## src/rtl/dft_pkg.sv

```systemverilog
package dft_pkg;

  typedef enum logic [2:0] {
    K_NONE      = 3'd0,
    K_LOAD      = 3'd1,
    K_LOAD_SPEC = 3'd2,
    K_ALU       = 3'd3,
    K_ALU_SPEC  = 3'd4,
    K_CHECK     = 3'd5
  } op_kind_e;

  typedef struct packed {
    logic wr;        // update destination poison bit
    logic wr_poison; // value to write
    logic exc;       // architectural exception now
    logic redir;     // recovery redirect
  } verdict_t;

endpackage

```

## src/rtl/dft_token_file.sv

```systemverilog
module dft_token_file #(
  parameter int NREG  = 32,
  parameter int IDX_W = $clog2(NREG)
) (
  input  logic             clk,
  input  logic             rst,
  input  logic [IDX_W-1:0] rd_a_idx,
  input  logic [IDX_W-1:0] rd_b_idx,
  output logic             rd_a,
  output logic             rd_b,
  input  logic             wr_en,
  input  logic [IDX_W-1:0] wr_idx,
  input  logic             wr_val
);

  logic [NREG-1:0] tok_q;

  for (genvar g = 0; g < NREG; g++) begin : g_tok
    if (g == 0) begin : g_zero
      assign tok_q[g] = 1'b0;
    end else begin : g_bit
      always_ff @(posedge clk) begin
        if (rst)
          tok_q[g] <= 1'b0;
        else if (wr_en && (wr_idx == IDX_W'(g)))
          tok_q[g] <= wr_val;
      end
    end
  end

  assign rd_a = tok_q[rd_a_idx];
  assign rd_b = tok_q[rd_b_idx];

endmodule

```

## src/rtl/dft_judge.sv

```systemverilog
module dft_judge
  import dft_pkg::*;
(
  input  logic     op_valid,
  input  logic [2:0] op_kind,
  input  logic     poison_a,
  input  logic     poison_b,
  input  logic     op_fault,
  output verdict_t verdict
);

  logic bad_one;
  logic bad_two;

  assign bad_one = poison_a | op_fault;
  assign bad_two = poison_a | poison_b | op_fault;

  always_comb begin
    verdict = '0;
    if (op_valid) begin
      unique case (op_kind)
        K_LOAD: begin
          verdict.exc       = bad_one;
          verdict.wr        = ~bad_one;
          verdict.wr_poison = 1'b0;
        end
        K_LOAD_SPEC: begin
          verdict.wr        = 1'b1;
          verdict.wr_poison = bad_one;
        end
        K_ALU: begin
          verdict.exc       = bad_two;
          verdict.wr        = ~bad_two;
          verdict.wr_poison = 1'b0;
        end
        K_ALU_SPEC: begin
          verdict.wr        = 1'b1;
          verdict.wr_poison = bad_two;
        end
        K_CHECK: begin
          verdict.redir = poison_a;
        end
        default: verdict = '0;
      endcase
    end
  end

endmodule

```

## src/rtl/dft_outcome.sv

```systemverilog
module dft_outcome #(
  parameter int ADDR_W = 32
) (
  input  logic              clk,
  input  logic              rst,
  input  logic              redir_d,
  input  logic              exc_d,
  input  logic [ADDR_W-1:0] target_d,
  output logic              redir_valid,
  output logic [ADDR_W-1:0] redir_addr,
  output logic              op_exc
);

  always_ff @(posedge clk) begin
    if (rst) begin
      redir_valid <= 1'b0;
      redir_addr  <= '0;
      op_exc      <= 1'b0;
    end else begin
      redir_valid <= redir_d;
      redir_addr  <= redir_d ? target_d : '0;
      op_exc      <= exc_d;
    end
  end

endmodule

```

## src/rtl/deferred_fault_tracker.sv

```systemverilog
module deferred_fault_tracker
  import dft_pkg::*;
#(
  parameter int NREG   = 32,
  parameter int ADDR_W = 32,
  localparam int IDX_W = $clog2(NREG)
) (
  input  logic              clk,
  input  logic              rst,
  input  logic              op_valid,
  input  logic [2:0]        op_kind,
  input  logic [IDX_W-1:0]  src_a,
  input  logic [IDX_W-1:0]  src_b,
  input  logic [IDX_W-1:0]  dst,
  input  logic              op_fault,
  input  logic [ADDR_W-1:0] rec_target,
  output logic              redir_valid,
  output logic [ADDR_W-1:0] redir_addr,
  output logic              op_exc
);

  logic     poison_a;
  logic     poison_b;
  verdict_t verdict;

  dft_token_file #(.NREG(NREG), .IDX_W(IDX_W)) u_tokens (
    .clk      (clk),
    .rst      (rst),
    .rd_a_idx (src_a),
    .rd_b_idx (src_b),
    .rd_a     (poison_a),
    .rd_b     (poison_b),
    .wr_en    (verdict.wr),
    .wr_idx   (dst),
    .wr_val   (verdict.wr_poison)
  );

  dft_judge u_judge (
    .op_valid (op_valid),
    .op_kind  (op_kind),
    .poison_a (poison_a),
    .poison_b (poison_b),
    .op_fault (op_fault),
    .verdict  (verdict)
  );

  dft_outcome #(.ADDR_W(ADDR_W)) u_outcome (
    .clk         (clk),
    .rst         (rst),
    .redir_d     (verdict.redir),
    .exc_d       (verdict.exc),
    .target_d    (rec_target),
    .redir_valid (redir_valid),
    .redir_addr  (redir_addr),
    .op_exc      (op_exc)
  );

endmodule

```

## config.mk

```make
export PLATFORM = sky130hd
export DESIGN_NAME = deferred_fault_tracker
export DESIGN_NICKNAME = d
export VERILOG_FILES = /design/src/rtl/dft_pkg.sv /design/src/rtl/dft_token_file.sv /design/src/rtl/dft_judge.sv /design/src/rtl/dft_outcome.sv /design/src/rtl/deferred_fault_tracker.sv
export SDC_FILE = /design/constraint.sdc
export NUM_CORES = 1
export LEC_CHECK = 0
export ABC_AREA = 1
export BUFFER_PORTS_ARGS = -buffer_cell sky130_fd_sc_hd__buf_2
export CAP_MARGIN = 0
export CORE_ASPECT_RATIO = 0.9
export CORE_MARGIN = 2
export CORE_UTILIZATION = 45
export DETAILED_ROUTE_END_ITERATION = 10
export GPL_ROUTABILITY_DRIVEN = 0
export HOLD_SLACK_MARGIN = 0.15
export PLACE_DENSITY = 0.73
export SYNTH_ARGS = -nofsm -noshare
export SYNTH_HDL_FRONTEND = slang
export SYNTH_SLANG_ARGS = --single-unit
export TNS_END_PERCENT = 20
```

## constraint.sdc

```tcl
create_clock -name clk -period 1.5 [get_ports clk]
set_input_delay 0.075 -clock clk [delete_from_list [all_inputs] [get_ports clk]]
set_output_delay 0.075 -clock clk [all_outputs]
set_load 0.01 [all_outputs]
```

==> results.sh <==
export IMPL_grt_pass1_wl_um=17430
export IMPL_drive_gt1_share_pct=34.81
export IMPL_synthCells=529
export IMPL_die_w_um=94.23
export IMPL_setup_tns_ns=-15.72
export IMPL_dp_slack_ns=-0.2591
export IMPL_crit_path_end_kind="flop"
export IMPL_run_status="finished, violations left"
export IMPL_layout_setup_ws_ns=-0.3289
export IMPL_hold_path_class="input port to flop"
export IMPL_synth_avg_cell_area_um2=6.232
export IMPL_ir_worst_vdd_uv=652.2
export IMPL_layout_nets=727
export IMPL_period_needed_ns=1.829
export IMPL_ys_ff_latch=65
export IMPL_synth_seq_area_share_pct=39.47
export IMPL_ioPinCount=88
export IMPL_synth_area_leaders="dfxtp_1, nand2_1, nor2_1"
export IMPL_rows=29
export IMPL_remaining_drc_errors=0
export IMPL_path_common_cell="nand2_1"
export IMPL_initial_core_util_pct=46.60
export IMPL_crit_type="flop to flop"
export IMPL_wl_per_cell_um=15.75
export IMPL_grt_remaining_overflow=0
export IMPL_numCtsBuffers=9
export IMPL_setup_viol=64
export IMPL_clock_root_buffer="clkbuf_8"
export IMPL_failed_checks="setup timing"
export IMPL_hpwl_um=6455
export IMPL_synth_top_cell_by_area="dfxtp_1"
export IMPL_crit_fanout=7
export IMPL_drv_cap=0
export IMPL_power_density_nw_per_um2=785.2
export IMPL_die_y_um=85.20
export IMPL_grt_pass1_vias=3670
export IMPL_syn_nets=583
export IMPL_die_area_um2=8028
export IMPL_rsz0062_at_grt="yes"
export IMPL_slew_headroom_pct=65.84
export IMPL_diodes=0
export IMPL_place_area_um2=3929
export IMPL_fin_worst_skew_ns=0.005963
export IMPL_clock_sinks=65
export IMPL_io_buffers=87
export IMPL_ctsHtreeMaxLevel=3
export IMPL_hold_violations=0
export IMPL_use_met3_pct=6.483
export IMPL_cts_tree="yes"
export IMPL_clockBufferDepth=2
export IMPL_yosysWarnings=0
export IMPL_crit_slowest_cell="dfxtp_4"
export IMPL_coreArea_um2=7076
export IMPL_final_area_um2=4920
export IMPL_crit_path_start_kind="flop"
export IMPL_final_cell_mix="nand2_1, nor2_1, buf_2"
export IMPL_first_iter_violations=505
export IMPL_antenna_found_initial=0
export IMPL_max_freq_mhz=546.8
export IMPL_critPathMaxStageDelay_ns=0.37
export IMPL_routed_via_density=5.297
export IMPL_yosysUniqueCellTypes=21
export IMPL_worstMarginPinSlew_ns=0.5118
export IMPL_finalMaxSlewViolations=0
export IMPL_grt_use_met1_pct=33.50
export IMPL_top_usage_layer="met2"
export IMPL_clk_latency_ns=0.34
export IMPL_fill_cells=531
export IMPL_grt_max_degree=34
export IMPL_final_common_cell="nand2_1"
export IMPL_firstDrtPassIters=5
export IMPL_grt_util_met2_pct=48.96
export IMPL_synth_area_um2=3297
export IMPL_antenna_left=0
export IMPL_p_leak_nw=2.535
export IMPL_required_ns=1.73
export IMPL_cts_reportedPaths_clkPinSlew_ns=0.07
export IMPL_power_mw=3.863
export IMPL_path_cells="nand2_2, nand3_2, nand3_2, nand2_1, nand2_1, nand2_1, nand2_2, nand2_2, nor2_4, nand3_4, nand2_8, clkbuf_16, nand3_1, nand2_1, nor2_1"
export IMPL_syn2layout_area_growth_pct=49.22
export IMPL_period_share_pct=121.9
export IMPL_wirelength_um=12150
export IMPL_grt_usage_pct=27.90
export IMPL_crit_arrival_ns=2.06
export IMPL_synth_top_cell_area_share_pct=39.47
export IMPL_vias=4084
[registers in the layout, summed over array words and instances (netlist names)]
name and flops:
u_tokens.tok_q 31, u_outcome.redir_addr 32, u_outcome.redir_valid 1, u_outcome.op_exc 1
[synth_stat cells, drive strengths merged]
| cell | n |
|---|---|
| nand4 | 1 |
| clkbuf | 6 |
| o21bai | 1 |
| dfxtp | 65 |
| nand3 | 75 |
| a21oi | 21 |
| buf | 19 |
| inv | 69 |
| nor3 | 1 |
| nand3b | 2 |
| nand2 | 153 |
| nor2 | 116 |
[what timing repair did]
| item | CTS | global route |
|---|---|---|
| resized for setup | 38 | 66 |
| endpoints found under the setup margin | 64 | 64 |
| hold buffers | 36 | 0 |
| endpoints found under the hold margin | 33 | 0 |
| pin swaps | 9 | 15 |
| setup buffers | 3 | 4 |
| gates cloned | 3 | 3 |
[worst max-delay path, delay by kind of cell (launching register included)]
| family | cells | cell delay [ns] |
|---|---|---|
| flops | 1 | 0.37 |
| buf+inv | 1 | 0.17 |
| simple gates | 14 | 1.17 |
[where the power goes]
group	leakage, nW	switching [mW]	internal [mW]
clock network	0.0953	0.697	0.808
logic	1.90	0.346	0.285
registers	0.540	0.00681	1.72
[kinds of logic after synthesis]
kind of cell | Yosys count | share of synthesized area, %
AND/OR/NAND/NOR | 348 | 44.25
buffers and inverters | 94 | 12.87
AO/OA/AOI/OAI | 22 | 3.416
flip-flops | 65 | 39.47
[path summary, 6_finish.rpt]
check                                                     start                         endpoint  slack (ns)  cells after the start
worst min-delay path                                     dst[3]   u_tokens.tok_q[4]$_SDFFE_PP0P_        0.27                      6
worst max register to register  u_tokens.tok_q[16]$_SDFFE_PP0P_  u_tokens.tok_q[14]$_SDFFE_PP0P_       -0.33                     15
worst min register to register   u_tokens.tok_q[3]$_SDFFE_PP0P_   u_tokens.tok_q[3]$_SDFFE_PP0P_        0.48                      2
worst max-delay path            u_tokens.tok_q[16]$_SDFFE_PP0P_  u_tokens.tok_q[14]$_SDFFE_PP0P_       -0.33                     15
[stage by stage]
| step | util (%) | hold WS (ns) | instances |
|---|---|---|---|
| after global routing | 69.53 | 0.3162 | 771 |
| after floorplan | - | 0.1872 | 529 |
| after detailed placement | 55.53 | 0.2939 | 708 |
| after global placement | 55.53 | 0.2873 | 708 |
| after CTS | 65.55 | 0.2073 | 766 |
| final | 69.53 | 0.2687 | 771 |
[final cells by class]
type / count / area [µm²] / area share, %
multi-input combinational: 370 / 1792 / 36.42
sequential: 65 / 1356 / 27.57
timing repair buffer: 158 / 1197 / 24.34
inverter: 69 / 261.5 / 5.315
clock buffer: 11 / 141.4 / 2.874
tap: 93 / 116.4 / 2.365
clock inverter: 5 / 55.05 / 1.119
[per-layer routing]
layer  wire [µm]  vias to the layer above
met4         574                        0
met5           0                        -
li1            -                     1898
met2        5979                      271
met3        1263                       63
met1        4329                     1852
Power figures use the tool's default switching activity.
